## src/rtl/dma_trk_pkg.sv

```systemverilog
package dma_trk_pkg;
  typedef enum logic [1:0] {
    OUT_REQUEUE = 2'd0,
    OUT_WAIT    = 2'd1,
    OUT_SUSPEND = 2'd2,
    OUT_DISABLE = 2'd3
  } outcome_e;
endpackage

```

## src/rtl/dma_trk_decode.sv

```systemverilog
module dma_trk_decode #(
  parameter int NCH = 4,
  localparam int CHW = (NCH > 1) ? $clog2(NCH) : 1
) (
  input  logic           vld_i,
  input  logic [CHW-1:0] ch_i,
  output logic [NCH-1:0] hit_o
);
  for (genvar g = 0; g < NCH; g++) begin : g_dec
    assign hit_o[g] = vld_i && (ch_i == CHW'(g));
  end

  always_comb begin
    assert ($onehot0(hit_o)) else $error("assert_decode_onehot_R12");
  end
endmodule

```

## src/rtl/dma_trk_chan.sv

```systemverilog
module dma_trk_chan
  import dma_trk_pkg::*;
(
  input  logic     clk_i,
  input  logic     rst_ni,
  input  logic     trig_i,
  input  logic     en_set_i,
  input  logic     en_clr_i,
  input  logic     susp_i,
  input  logic     resume_i,
  input  logic     promote_i,
  input  logic     done_i,
  input  outcome_e outcome_i,
  output logic     req_o,
  output logic     pend_o,
  output logic     busy_o,
  output logic     susp_o
);
  logic en_q, susp_q, pend_q, queued_q, busy_q;
  logic en_d, susp_d, pend_d, queued_d, busy_d;
  logic dis, live, acc_trig, requeue, susp_ev, res_ev, prom, idle_ev;

  // disable has top priority over every other event
  assign dis      = en_clr_i | (done_i & (outcome_i == OUT_DISABLE));
  assign live     = en_q & ~dis;
  assign acc_trig = trig_i & live & ~susp_q;
  assign requeue  = done_i & live & (outcome_i == OUT_REQUEUE);
  assign susp_ev  = live & (susp_i | (done_i & (outcome_i == OUT_SUSPEND)));
  assign res_ev   = live & resume_i & susp_q & ~susp_ev;
  assign prom     = promote_i & live;
  assign idle_ev  = done_i & ((outcome_i == OUT_WAIT) | (outcome_i == OUT_SUSPEND));

  always_comb begin
    en_d     = en_q;
    susp_d   = susp_q;
    pend_d   = pend_q;
    queued_d = queued_q;
    busy_d   = busy_q;
    if (dis) begin
      en_d     = 1'b0;
      susp_d   = 1'b0;
      pend_d   = 1'b0;
      queued_d = 1'b0;
      busy_d   = 1'b0;
    end else begin
      if (en_set_i) en_d = 1'b1;
      if (susp_ev)     susp_d = 1'b1;
      else if (res_ev) susp_d = 1'b0;
      if (acc_trig || requeue) pend_d = 1'b1;
      else if (prom)           pend_d = 1'b0;
      if (susp_ev)                  queued_d = 1'b0;
      else if (acc_trig || requeue) queued_d = 1'b1;
      else if (prom)                queued_d = 1'b0;
      else if (res_ev)              queued_d = pend_q;
      if (prom)         busy_d = 1'b1;
      else if (idle_ev) busy_d = 1'b0;
    end
  end

  always_ff @(posedge clk_i or negedge rst_ni) begin
    if (!rst_ni) begin
      en_q     <= 1'b0;
      susp_q   <= 1'b0;
      pend_q   <= 1'b0;
      queued_q <= 1'b0;
      busy_q   <= 1'b0;
    end else begin
      en_q     <= en_d;
      susp_q   <= susp_d;
      pend_q   <= pend_d;
      queued_q <= queued_d;
      busy_q   <= busy_d;
    end
  end

  assign req_o  = queued_q & en_q & ~susp_q;
  assign pend_o = pend_q;
  assign busy_o = busy_q;
  assign susp_o = susp_q;

  assert_req_gated_R12: assert property (@(posedge clk_i) disable iff (!rst_ni)
    req_o |-> (pend_q && en_q && !susp_q));
  assert_trig_accept_R1: assert property (@(posedge clk_i) disable iff (!rst_ni)
    (trig_i && en_q && !susp_q && !en_clr_i && !done_i) |=> (pend_q && req_o));
  assert_trig_ignored_R2: assert property (@(posedge clk_i) disable iff (!rst_ni)
    (trig_i && !en_q) |=> !pend_q);
  assert_promote_R3: assert property (@(posedge clk_i) disable iff (!rst_ni)
    (promote_i && en_q && !en_clr_i && !done_i && !trig_i) |=> (!pend_q && busy_q && !req_o));
  assert_requeue_busy_R4: assert property (@(posedge clk_i) disable iff (!rst_ni)
    (done_i && outcome_i == OUT_REQUEUE && busy_q && en_q && !en_clr_i) |=> (busy_q && pend_q));
  assert_outcome_idle_R5: assert property (@(posedge clk_i) disable iff (!rst_ni)
    (done_i && outcome_i != OUT_REQUEUE && !promote_i) |=> !busy_q);
  assert_susp_keep_R8: assert property (@(posedge clk_i) disable iff (!rst_ni)
    (susp_i && en_q && pend_q && !en_clr_i && !done_i && !promote_i) |=> (pend_q && susp_q && !req_o));
  assert_disable_R10: assert property (@(posedge clk_i) disable iff (!rst_ni)
    en_clr_i |=> (!pend_q && !busy_q && !req_o && !susp_q));
endmodule

```

## src/rtl/dma_chan_tracker.sv

```systemverilog
module dma_chan_tracker
  import dma_trk_pkg::*;
#(
  parameter int NCH = 4,
  localparam int CHW = (NCH > 1) ? $clog2(NCH) : 1
) (
  input  logic           clk_i,
  input  logic           rst_ni,
  input  logic [NCH-1:0] trig_i,
  input  logic [NCH-1:0] en_set_i,
  input  logic [NCH-1:0] en_clr_i,
  input  logic [NCH-1:0] susp_i,
  input  logic [NCH-1:0] resume_i,
  input  logic           promote_vld_i,
  input  logic [CHW-1:0] promote_ch_i,
  input  logic           done_vld_i,
  input  logic [CHW-1:0] done_ch_i,
  input  logic [1:0]     done_outcome_i,
  output logic [NCH-1:0] req_o,
  output logic [NCH-1:0] pend_o,
  output logic [NCH-1:0] busy_o,
  output logic [NCH-1:0] susp_o
);
  logic [NCH-1:0] prom_hit, done_hit;
  outcome_e       outcome;

  assign outcome = outcome_e'(done_outcome_i);

  dma_trk_decode #(.NCH(NCH)) u_dec_prom (
    .vld_i (promote_vld_i),
    .ch_i  (promote_ch_i),
    .hit_o (prom_hit)
  );

  dma_trk_decode #(.NCH(NCH)) u_dec_done (
    .vld_i (done_vld_i),
    .ch_i  (done_ch_i),
    .hit_o (done_hit)
  );

  for (genvar g = 0; g < NCH; g++) begin : g_ch
    dma_trk_chan u_chan (
      .clk_i     (clk_i),
      .rst_ni    (rst_ni),
      .trig_i    (trig_i[g]),
      .en_set_i  (en_set_i[g]),
      .en_clr_i  (en_clr_i[g]),
      .susp_i    (susp_i[g]),
      .resume_i  (resume_i[g]),
      .promote_i (prom_hit[g]),
      .done_i    (done_hit[g]),
      .outcome_i (outcome),
      .req_o     (req_o[g]),
      .pend_o    (pend_o[g]),
      .busy_o    (busy_o[g]),
      .susp_o    (susp_o[g])
    );
  end

  assert_req_subset_R12: assert property (@(posedge clk_i) disable iff (!rst_ni)
    ((req_o & ~pend_o) == '0) && ((req_o & susp_o) == '0));
endmodule

```

## config.mk

```make
export PLATFORM = sky130hd
export DESIGN_NAME = dma_chan_tracker
export DESIGN_NICKNAME = d
export VERILOG_FILES = /design/src/rtl/dma_trk_pkg.sv /design/src/rtl/dma_trk_decode.sv /design/src/rtl/dma_trk_chan.sv /design/src/rtl/dma_chan_tracker.sv
export SDC_FILE = /design/constraint.sdc
export NUM_CORES = 1
export LEC_CHECK = 0
export BUFFER_PORTS_ARGS = -buffer_cell sky130_fd_sc_hd__clkbuf_2
export CAP_MARGIN = 10
export CORE_MARGIN = 2
export CORE_UTILIZATION = 45
export DETAILED_ROUTE_END_ITERATION = 8
export GPL_TIMING_DRIVEN = 1
export HOLD_SLACK_MARGIN = 0.12
export PLACE_DENSITY = 0.75
export SLEW_MARGIN = 20
export SYNTH_ARGS = -nofsm -noshare
export SYNTH_HDL_FRONTEND = slang
export SYNTH_SLANG_ARGS = --single-unit
```

## constraint.sdc

```tcl
create_clock -name clk_i -period 1 [get_ports clk_i]
set_input_delay 0.2 -clock clk_i [delete_from_list [all_inputs] [get_ports clk_i]]
set_output_delay 0.2 -clock clk_i [all_outputs]
set_load 0.01 [all_outputs]
```

==> results.md, run 1 <==
- Pin placement for this block handled 46 I/O pins.
- Counting flops with an async set or reset pin after synthesis yields a share of 1.000.
- The footprint of the multi-input gates is roughly 730 um^2.
- STA classifies the critical path endpoint as an output pin.
- Across the whole layout, storage elements account for between 500 and 600 um^2.
- The die covers 3385 um^2.
- Of the post-synthesis cell area, the dominant cell type holds 0.3788.
- The maximum fanout encountered on the critical timing path is 7.
- Tracing the worst setup path back leads to its startpoint at g_ch[1].u_chan.en_q$_DFFE_PN0P_.
- The total power divided by cell area is 955.1 nW/um^2.
- The leftover overflow at the end of global routing is 0.
- In the post-route analysis, the smallest setup slack over all paths is -0.3348 ns.
- Summed over all layers, the routed wires come to 3871 um.
- In the routed layout, each cell is associated on average with a via count of 5.530.
- The worst reg-to-reg path cell count is 5.
- The type of the worst min-delay path is in -> reg.
- At the pin with the least slew margin, the transition time is 0.5316 ns.
- The number of antenna violations at the first check in global routing was 0.
- The via count is approximately 1400.
- The endpoint arrival time on the critical path is 1.13 ns.
- In this run the register-to-register setup slack is -0.32 ns.
- The half-perimeter wire length after detailed placement is approximately 2600 um.
- The leading area contributor after synthesis is sky130_fd_sc_hd__dfrtp_1.
- The overall power of the completed layout is about 1.9 mW.
- The max-slew violation count came to 0.
- The static leakage is around 0.96 nW.
- The net count after synthesis is 185.
- The worst max-slew margin expressed relative to the limit is 0.6456.
- The fraction of final layout cells sized beyond drive strength 1 is 0.5045.
- The number of clock sinks seen by CTS is 20.
- Dividing the final minimum period by the clock period gives 1.335.
- The initial core utilization is 0.4750.
- The count of final hold-check violations is 0.
- The top achievable clock speed is 749.2 MHz.
- The routability congestion estimate from global placement is 0.9356.
- The later pin in the worst-skew pair is clocked with a latency of ~0.31 ns.
- The source of the worst hold timing path is en_set_i[1].
- Setup repair after global routing could not meet its margin everywhere.
- The path with the worst hold slack has its endpoint at g_ch[1].u_chan.en_q$_DFFE_PN0P_.
- The pin count of the biggest net entering global routing is 21.
- The wire length the detailed router placed on met1 is 1560 um.
- Before antenna repair, the detailed router went through 4 iterations.
- The total of endpoints with negative setup slack in the final report is 22.
- The wire length of the first global-routing pass is 5865 um.
- The share of the Yosys chip area taken by registers is 0.3788.
- The core region is 2781 um^2.
- The number of synthesized flops with an enable pin is 0.
- The count of different cell masters after synthesis is 41.
- The floorplan has 19 rows.
- The fill cell instance count of the final layout is 223.
- The flow ran to the end, but the final reports show violations.
- The total standard cell area after synthesis is about 1300 um^2.
- After synthesis the netlist holds a flip-flop and latch count of 20.
- In this run the deepest clock path goes through 2 buffers.
- The worst setup path is of the reg -> out kind.
- The final period demand of the worst path is 1.335 ns.
- Sorting the synthesized cells by area gives the leading types as sky130_fd_sc_hd__dfrtp_1 38%, sky130_fd_sc_hd__buf_4 9.1%, sky130_fd_sc_hd__nor2_1 5.1%.
- Among all stages on the critical path, the largest delay is contributed by sky130_fd_sc_hd__dfrtp_1.
- From synthesis to final layout, the design area changed by 48.01%.
- The die is 58.19 um tall.
- The most used flip-flop cell after synthesis is sky130_fd_sc_hd__dfrtp_1.
- Across the run, the number of max-cap violations was 0.
- The floorplan step set the die width to 58.19 um.
- IR analysis of the VDD net gives a maximum drop of 0.0007651 V.
- In this run the critical register-to-register path is captured at g_ch[1].u_chan.queued_q$_DFFE_PN0P_.
- TritonCTS built the clock tree.
- Buffers placed on the I/O ports in this run total 45.
- The worst register-to-register path begins at g_ch[1].u_chan.susp_o$_DFFE_PN0P_.
- The largest stage delay on the critical path is 0.39 ns.
- The remaining antenna violation count is 0.
- The kind of start point of the critical path is a flop.
- The amount of wire on met2 after detailed routing is 2051 um.
- The first routing iteration left 57 violations.
- The number of buffers created by CTS is 3.
- The DRC violation count after routing is 0.
- The total routing resource utilization after global routing is 0.2307.
- The number of global-route vias before repair is 1339.
- Clock-pin slew was measured on the worst setup and hold paths at 0.11 ns.
- The required time of the critical path is 0.80 ns.
- The highest metal layer carrying signal wires in the routed design is met4.
- The number of warnings reported in the yosys synthesis log is 0.
- The clock root buffer master is sky130_fd_sc_hd__clkbuf_4.
- In the final routed layout, each cell accounts on average for 15.30 um.
- CTS built an H-tree with a depth of 1.
- The instance count of the mapped netlist is 152.
- The average footprint of a synthesized cell is between 8 and 9 um^2.
- The detailed-routed wire length on met3 is 171 um.
- The leading cell type by number of instances after synthesis is sky130_fd_sc_hd__dfrtp_1.
- The summed negative setup slack over all endpoints is -3.374 ns.
- The signal on the critical path passes through buf_4 > nor3b_2 > buf_2.
- Across the routed clock network, the largest skew measured is 0.005163 ns.
- The commonest cells after synthesis are 20 x sky130_fd_sc_hd__dfrtp_1, 18 x sky130_fd_sc_hd__nor2_1, 16 x sky130_fd_sc_hd__buf_4, 16 x sky130_fd_sc_hd__nand2_1, 8 x sky130_fd_sc_hd__inv_1.
- The worst hold path depth is 3.
- The checks that failed: negative setup slack.
- At the end of the flow, the number of nets in the layout was 257.
- The number of antenna diodes in the final layout is 0.
==> cell families (layout without fill, tap and decap cells) <==
logic type / count (synthesis) / in the layout / share of synthesized area
AO/OA/AOI/OAI: 41 / 41 / 0.2282
buffers and inverters: 30 / 100 / 0.1402
AND/OR/NAND/NOR: 58 / 58 / 0.2245
flip-flops: 20 / 20 / 0.3788
adder cells (fa/ha/maj): 3 / 3 / 0.02841
==> final cells by class <==
class | instances | share of cell area
Multi-Input combinational cell | 102 | 0.3717
Timing Repair Buffer | 88 | 0.3205
Sequential cell | 20 | 0.2578
Tap cell | 31 | 0.01983
Inverter | 9 | 0.01855
Clock buffer | 3 | 0.01152
==> through the flow <==
stage	setup slack (ns)	hold slack, ns	instance area, um^2	utilization	instances
after floorplan	-0.1596	-0.09559	1341	-	152
after global placement	-0.3207	0.1906	1649	0.5929	234
after detailed placement	-0.3579	0.1912	1649	0.5929	234
after CTS	-0.3340	0.1206	1858	0.6680	251
after global routing	-0.3807	0.1242	1956	0.7031	253
final	-0.3348	0.1171	1956	0.7031	253
==> worst max-delay path by stage <==
stage                                          endpoint
floorplan           g_ch[1].u_chan.queued_q$_DFFE_PN0P_
global placement    g_ch[1].u_chan.queued_q$_DFFE_PN0P_
detailed placement  g_ch[1].u_chan.queued_q$_DFFE_PN0P_
CTS                                            req_o[1]
global route                                   req_o[1]
finish                                         req_o[1]
==> cells in the final DEF (no fill, tap or decap), types with 2 or more instances in the layout <==
cell type                       netlist  layout
sky130_fd_sc_hd__clkbuf_2             0      36
sky130_fd_sc_hd__buf_4               16      31
sky130_fd_sc_hd__nor2_1              18      17
sky130_fd_sc_hd__dfrtp_1             20      17
sky130_fd_sc_hd__buf_6                1      15
sky130_fd_sc_hd__nand2_1             16      14
sky130_fd_sc_hd__inv_1                8       7
sky130_fd_sc_hd__a21oi_1              5       5
sky130_fd_sc_hd__nand3b_1             3       3
sky130_fd_sc_hd__a22oi_2              0       3
sky130_fd_sc_hd__a41o_1               3       3
sky130_fd_sc_hd__nand4b_1             3       3
sky130_fd_sc_hd__o2111ai_1            3       3
sky130_fd_sc_hd__a22oi_1              6       3
sky130_fd_sc_hd__ha_2                 0       3
sky130_fd_sc_hd__clkbuf_4             0       3
sky130_fd_sc_hd__dfrtp_2              0       3
sky130_fd_sc_hd__dlygate4sd3_1        0       3
sky130_fd_sc_hd__buf_2                2       3
sky130_fd_sc_hd__nor3b_2              0       2
sky130_fd_sc_hd__o21bai_1             2       2
sky130_fd_sc_hd__nand2b_4             0       2
sky130_fd_sc_hd__a41oi_1              2       2
sky130_fd_sc_hd__o211ai_1             2       2
sky130_fd_sc_hd__a31oi_1              2       2
sky130_fd_sc_hd__o31ai_1              3       2
sky130_fd_sc_hd__nand2_2              0       2
sky130_fd_sc_hd__nand3_1              2       2
sky130_fd_sc_hd__a21o_1               2       2
sky130_fd_sc_hd__o21ai_0              4       2
==> sequential cells by signal, summed over array words and instances, names as in the netlist <==
register,cells
g_ch.u_chan.en_q,4
g_ch.u_chan.busy_o,4
g_ch.u_chan.pend_o,4
g_ch.u_chan.susp_o,4
g_ch.u_chan.queued_q,4
==> worst max-delay path, delay by kind of cell, from the launching register on <==
family        cells  cell delay [ns]
buf+inv           2             0.29
flops             1             0.39
simple gates      1             0.15
==> layer usage <==
metal / global-route usage / vias to the layer above
li1: - / 678
met1: 0.2581 / 669
met2: 0.4286 / 43
met3: 0.05134 / 9
met4: 0.07641 / 0
met5: 0 / -
==> power breakdown <==
part	switching, mW	total, mW	internal [mW]	leakage (nW)
logic	0.283	0.597	0.314	0.677
clock network	0.244	0.385	0.141	0.0138
registers	0.0318	0.885	0.854	0.264
==> repair_timing <==
item                                   4_1_cts  5_1_grt
setup endpoints to repair                   22       29
buffers inserted                            11        5
resized for setup                           21       27
pin swaps                                    6        6
hold buffers                                 3        0
endpoints found under the hold margin       22        0
Power figures use the tool's default switching activity.
==> run 2, diff against run 1 <==
--- a/config.mk
+++ b/config.mk
@@ -9,6 +9,7 @@
 export CAP_MARGIN = 10
 export CORE_MARGIN = 2
 export CORE_UTILIZATION = 45
+export CTS_CLUSTER_SIZE = 25
 export DETAILED_ROUTE_END_ITERATION = 8
 export GPL_TIMING_DRIVEN = 1
 export HOLD_SLACK_MARGIN = 0.12
==> constraint.sdc (replaced) <==
create_clock -name clk_i -period 1 [get_ports clk_i]
set_input_delay 0.2 -clock clk_i [delete_from_list [all_inputs] [get_ports clk_i]]
set_output_delay 0.2 -clock clk_i [all_outputs]
set_load 0.05 [all_outputs]
==> run 2 against run 1 <==
Compared with the run above: the run still ends with negative setup slack left; design area increased by 19%; sequential power increased by 2%; sequential share of layout area decreased by 4.1 points; first-iteration DRC count increased by 70%; sequential cell count unchanged; clock skew increased by 0.00068 ns; count of clock-buffer cells in the layout unchanged; maximum frequency decreased by 2.2%; non-clock buffer count increased by 10; critical path type is now reg -> reg; highest routed layer unchanged.
==> results.md, run 2 (synthesis gave the netlist of run 1 again) <==
- The run finished, with violations left.
- The checks that failed: negative setup slack.
- CTS built an H-tree with a depth of 1.
- The final layout contains routed wiring with a total length of 4708 um.
- During placement, the flow inserted port buffers numbering 45.
- The finished layout holds 263 standard cells, fillers aside.
- 46 I/O pins were placed.
- No sink is reached through more buffers than the 2 on the longest clock path.
- The number of placed instances with taps included is about 230.
- The area of the core is 2781 um^2.
- The detail-routed via count per cell is 5.787.
- The pre-antenna-repair detailed-routing pass consisted of 4 iterations.
- For this design the static power due to leakage is 1.066 nW.
- The net count of the finished layout is 267.
- For the worst-skew pair, the clock arrives at the later sink with an insertion delay of 0.30 ns.
- Headroom to the max-slew limit came out at 0.6451.
- Entering global routing, the biggest net connects 21 pins.
- In the final layout, the share of cells above drive strength 1 is 0.5948.
- The critical path is of the reg -> reg type.
- Of the available clock period, the critical path in the final layout requires 1.364.
- The via count is 1522.
- Setup repair after global routing could not meet its margin everywhere.
- The number of buffers created by CTS is 3.
- The number of global-route vias before repair is between 1500 and 2000.
- CTS saw 20 sinks.
- Derived from the worst setup path, the maximum achievable clock frequency is 733.0 MHz.
- The number of core rows is 19.
- In this run the clock root is driven by a sky130_fd_sc_hd__clkbuf_4.
- The worst register-to-register path begins at g_ch[2].u_chan.susp_o$_DFFE_PN0P_.
- TritonCTS built the clock tree.
- After global routing the overflow that remains totals 0.
- Data on the critical path arrives at its endpoint at about 1.6 ns.
- The most frequent standard cell in the layout excluding fill and tap cells is sky130_fd_sc_hd__buf_4.
- The maximum clock skew at final layout is roughly 0.0058 ns.
- The worst-margin pin slew is 0.5324 ns.
- The vertical extent of the die is 58.19 um.
- After the first detailed-routing iteration, the DRC count stood at 97.
- The die boundary width is 58.19 um.
- For this run, the share of the core covered by cells in the final layout is 0.8349.
- The tool flagged a number of max-cap violations equal to 0.
- The half-perimeter wire length after detailed placement is between 2000 and 3000 um.
- The total of endpoints with negative setup slack in the final report is 26.
- For this configuration, the core starts out at a cell density of 0.4750.
- In the routed design, unresolved DRC markers number 0.
- STA classifies the critical path startpoint as a flop.
- The peak ir drop on the vdd network is 0.001069 V.
- The layout overhead on the synthesized area is 75.76%.
- The die covers 3385 um^2.
- The wire length of the first global-routing pass is 6920 um.
- The remaining antenna violation count is 0.
- In this run the power density over the cells is 920.2 nW/um^2.
- The max-slew violation count was 0.
- Dividing the detail-routed wire length by the instance count gives 17.90 um.
- STA puts the critical path data required time at 1.20 ns.
- The maximum fanout encountered on the critical timing path is 3.
- The count of final hold-check violations is 0.
- In the layout the commonest cells are 31 x sky130_fd_sc_hd__buf_4, 29 x sky130_fd_sc_hd__clkbuf_2, 18 x sky130_fd_sc_hd__buf_6.
- 0 antenna diodes ended up in the layout.
- The type of the worst min-delay path is in -> reg.
- The first element of the critical path is g_ch[2].u_chan.susp_o$_DFFE_PN0P_.
- The source of the worst hold timing path is susp_i[0].
- The clock-pin slew of the registers on the worst-case setup and hold paths is 0.11 ns.
- The worst slack at placement is -0.4545 ns.
- The kind of capture point of the worst setup path is a flop.
- The worst setup slack after layout is -0.3642 ns.
- Routability-driven placement finished with a final weighted congestion of 0.9060.
- The number of antenna violations at the first check in global routing is 0.
- The final period demand of the worst path is roughly 1.4 ns.
- Across every metal layer, demand over resource in global routing totals 0.2745.
-- run 2: cell count changes in the layout (fill, tap and decap cells not counted), sizes merged --
cell,before,now
buf,49,63
clkbuf,39,33
dlygate4sd3,3,5
-- run 2: final cells by class --
type	instances	area, um^2
multi-input cells	102	839.6
flip-flops and latches	20	504.2
fillers	154	459.2
repair buffers	98	880.8
clock buffers	3	22.52
well taps	31	38.79
inverters	9	36.28
-- run 2: through the flow --
step	setup TNS (ns)	hold slack, ns	instance area [um^2]	power (mW)
final	-4.295	0.2167	2322	2.137
after global routing	-5.500	0.2304	2322	2.232
after CTS	-4.133	0.2097	2103	2.001
after detailed placement	-4.132	0.1964	1689	1.446
after global placement	-3.310	0.1898	1689	1.428
after floorplan	-0.4147	-0.09559	1358	1.248
-- run 2: what timing repair did --
item | 4_1_cts | 5_1_grt
buffers inserted | 17 | 10
gates resized for setup | 51 | 50
hold endpoints to repair | 24 | 0
pin swaps | 11 | 21
cloned | 0 | 0
endpoints found under the setup margin | 24 | 32
hold buffers | 5 | 0
-- run 2: per-layer routing --
| layer | track usage | vias to the layer above | part of all wire |
|---|---|---|---|
| met3 | 0.03348 | 13 | 0.054 |
| met2 | 0.5130 | 74 | 0.54 |
| met4 | 0.1130 | 0 | 0.026 |
| met1 | 0.3126 | 739 | 0.38 |
| met5 | 0 | - | 0 |
| li1 | - | 696 | - |
-- run 2: power by group --
part / internal, mW / switching (mW) / total, mW
logic: 0.420 / 0.427 / 0.847
clock network: 0.141 / 0.245 / 0.385
registers: 0.854 / 0.0506 / 0.904
-- run 2: worst paths after layout --
path | to | slack, ns | depth (start not counted)
setup / recovery | g_ch[2].u_chan.queued_q$_DFFE_PN0P_ | -0.36 | 5
hold / removal | g_ch[0].u_chan.queued_q$_DFFE_PN0P_ | 0.22 | 3
setup reg to reg | g_ch[2].u_chan.queued_q$_DFFE_PN0P_ | -0.36 | 5
hold reg to reg | g_ch[3].u_chan.queued_q$_DFFE_PN0P_ | 0.62 | 2
max in group asynchronous | g_ch[3].u_chan.susp_o$_DFFE_PN0P_ | 0.22 | 2
min in group asynchronous | g_ch[1].u_chan.pend_o$_DFFE_PN0P_ | 0.39 | 2
-- run 2: worst max-delay path: stages, from the launching register on --
cell                       delay [ns]
sky130_fd_sc_hd__dfrtp_2         0.44
sky130_fd_sc_hd__buf_6           0.14
sky130_fd_sc_hd__buf_6           0.12
sky130_fd_sc_hd__o22ai_4         0.18
sky130_fd_sc_hd__o211ai_1        0.12
sky130_fd_sc_hd__a31oi_1         0.28
==> run 3, diff against run 2 <==
==> constraint.sdc (replaced) <==
create_clock -name clk_i -period 1 [get_ports clk_i]
set_input_delay 0.05 -clock clk_i [delete_from_list [all_inputs] [get_ports clk_i]]
set_output_delay 0.05 -clock clk_i [all_outputs]
set_load 0.05 [all_outputs]
==> run 3 against run 2 <==
Compared with the run above: the run still ends with negative setup slack left; worst hold slack got worse by 0.18 ns; global-route usage fell by 1.1 points; design area fell by 3.9%; wire length rose by 0.96%; core utilization fell by 3.3 points; total power rose by 3.3%; first-iteration DRC count fell by 20%; combinational power fell by 6.7%; clock power rose by 34%; register-to-register slack barely moved.
==> results.md, run 3 (synthesis gave the netlist of run 1 again) <==
- The flow ran to the end, but the final reports show violations.
- The final reports fail on negative setup slack.
- Leaving out fill and tap cells, the most frequent cell in the layout is sky130_fd_sc_hd__buf_4.
- The critical path is of the reg -> out type.
- In the final layout, the share of cells above drive strength 1 is 0.5108.
- In this run the number of H-tree levels came out at 1.
- The top achievable clock speed is around 730 MHz.
- The worst register-to-register path ends at g_ch[1].u_chan.queued_q$_DFFE_PN0P_.
- The wire length of the first global-routing pass is just under 7000 um.
- The remaining antenna violation count is 0.
- The tree is rooted in a sky130_fd_sc_hd__clkbuf_4.
- The layout overhead on the synthesized area is 68.84%.
- Measured in cells, the most critical reg-to-reg path has a length of 4.
- Dividing the detail-routed wire length by the instance count gives 18.14 um.
- The worst-case register-to-register setup slack is -0.37 ns.
- The die is just under 60 um tall.
- After global routing, the most crowded layer is met2.
- The worst hold path endpoint is g_ch[3].u_chan.susp_o$_DFFE_PN0P_.
- The longest clock path from root to sink contains 2 buffers.
- The total wire length after detailed routing is 4753 um.
- STA classifies the critical path startpoint as a flop.
- The layout has 171 filler cells.
- The kind of capture point of the worst setup path is an output pin.
- The count of final hold-check violations is 0.
- The quantity of I/O buffers inserted on ports is 45.
- The worst flop-to-flop path startpoint is g_ch[1].u_chan.susp_o$_DFFE_PN0P_.
- STA puts the critical path data required time at about 0.95 ns.
- The total of endpoints with negative setup slack in the final report is 17.
- The met2 capacity usage during global routing is 0.4659.
- The number of buffers created by CTS is 3.
- The number of global-route vias before repair is 1464.
- For this block, the initial DRC count from the detailed router was between 70 and 80.
- Clock skew on the completed layout was measured at 0.007799 ns.
- The final period demand of the worst path is 1.372 ns.
- Entering global routing, the biggest net connects 21 pins.
- The TritonCTS clock tree is done.
- The max-slew violation count was 0.
- The number of placed I/O pins is 46.
- The final period utilization is 1.372.
- The via count is 1523.
- The met3 track demand over resource in global routing is 0.02902.
- The HPWL after detailed placement is between 2000 and 3000 um.
- After clock tree synthesis, the flow added hold-fix buffers numbering 12.
- In this run the most critical hold path is launched from en_clr_i[3].
- The worst setup slack after layout is -0.3716 ns.
- Max-cap violations in this run came to 0.
- The final antenna diode count is 0.
- The number of antenna violations at the first check in global routing was 0.
- The routability congestion estimate from global placement is approximately 0.88.
- For this run, the post-layout net count is between 200 and 300.
- Final hold analysis gives a worst-case slack of 0.03333 ns.
- The initial utilization of the core area, before any placement, comes to 0.4750.
- The worst pin sits at a relative slew slack of 0.6515.
- The maximum fanout encountered on the critical timing path is 5.
- The library cells used most frequently in the layout, excluding fill and tap cells, are 33 x sky130_fd_sc_hd__buf_4, 29 x sky130_fd_sc_hd__clkbuf_2, 16 x sky130_fd_sc_hd__nor2_1, 16 x sky130_fd_sc_hd__dfrtp_1.
- The core region is 2781 um^2.
- The count of TritonRoute iterations in the first routing pass is 4.
- Counting instances, the worst hold path has a depth of 3.
- Setup repair after global routing could not meet its margin everywhere.
- After detailed routing, the number of remaining DRC violations is 0.
- The type of the worst min-delay path is in -> reg.
- The die footprint is approximately 3400 um^2.
- Using the TritonRoute via totals, the vias-per-cell ratio works out to 5.813.
- The number of core rows is 19.
- The summed negative setup slack over all endpoints is -3.017 ns.
- The total power divided by cell area is ~1000 nW/um^2.
- For the worst-skew pair, the clock arrives at the later sink with an insertion delay of 0.32 ns.
- For this run, global-route usage on met1 was measured as 0.3371.
- For this design, the sink count on the clock tree is 20.
- At the pin with the least slew margin, the transition time is 0.5228 ns.
- The static leakage is ~1.1 nW.
- Across the VDD grid, the largest voltage drop is between 0.001 and 0.0015 V.
- In this run the horizontal extent of the chip is 58.19 um.
- The clock-pin slew of the registers on the worst-case setup and hold paths is 0.12 ns.
- The total routing resource utilization after global routing is 0.2631.
- The endpoint arrival time on the critical path is 1.32 ns.
- The leftover overflow at the end of global routing is 0.
[run 3: cell types whose count changed in the layout (fill, tap and decap cells not counted), sizes merged]
cell	before	now
clkbuf	33	37
dlygate4sd3	5	12
buf	63	51
[run 3: how the worst max path moves through the flow]
stage | startpoint | end | slack, ns | depth (start not counted)
finish | g_ch[1].u_chan.susp_o$_DFFE_PN0P_ | req_o[1] | -0.37 | 4
global route | g_ch[1].u_chan.susp_o$_DFFE_PN0P_ | req_o[1] | -0.41 | 4
CTS | g_ch[1].u_chan.susp_o$_DFFE_PN0P_ | req_o[1] | -0.35 | 4
detailed placement | done_outcome_i[0] | g_ch[1].u_chan.queued_q$_DFFE_PN0P_ | -0.35 | 7
global placement | done_outcome_i[0] | g_ch[1].u_chan.queued_q$_DFFE_PN0P_ | -0.21 | 7
floorplan | g_ch[1].u_chan.susp_o$_DFFE_PN0P_ | g_ch[1].u_chan.queued_q$_DFFE_PN0P_ | -0.09 | 4
[run 3: cell type report]
class                   count  area (um^2)  area share
inverters                   9        36.28     0.01626
well taps                  31        38.79     0.01739
clock buffers               4        36.28     0.01626
flip-flops and latches     20        505.5      0.2266
multi-input cells         102        765.7      0.3432
repair buffers             96        848.3      0.3803
[run 3: stage by stage]
step	cells	instance area [um^2]	setup slack (ns)	total power, mW	util
after global placement	231	1654	-0.2075	1.409	0.5947
final	262	2231	-0.3716	2.208	0.8021
after floorplan	152	1330	-0.08808	1.241	-
after CTS	258	2091	-0.3534	2.080	0.7517
after detailed placement	231	1654	-0.3534	1.427	0.5947
after global routing	262	2231	-0.4139	2.285	0.8021
[run 3: repair_timing]
action,in CTS,in global routing
gates cloned,0,0
endpoints found under the setup margin,21,27
pin swaps,10,14
hold endpoints to repair,35,4
setup buffers,11,6
resized for setup,44,37
[run 3: where the power goes]
part	switching, mW	internal (mW)
clock network	0.293	0.223
logic	0.400	0.390
registers	0.0474	0.854
[run 3: metal layers]
layer,vias to the layer above,wire length [um]
li1,691,-
met1,735,1821
met2,83,2450
met3,14,331
met4,0,151
met5,-,0
[run 3: worst max-delay path, stage by stage (launching register included)]
cell,delay (ns)
sky130_fd_sc_hd__dfrtp_2,0.46
sky130_fd_sc_hd__buf_6,0.13
sky130_fd_sc_hd__nor3b_2,0.15
sky130_fd_sc_hd__buf_4,0.14
sky130_fd_sc_hd__buf_12,0.12
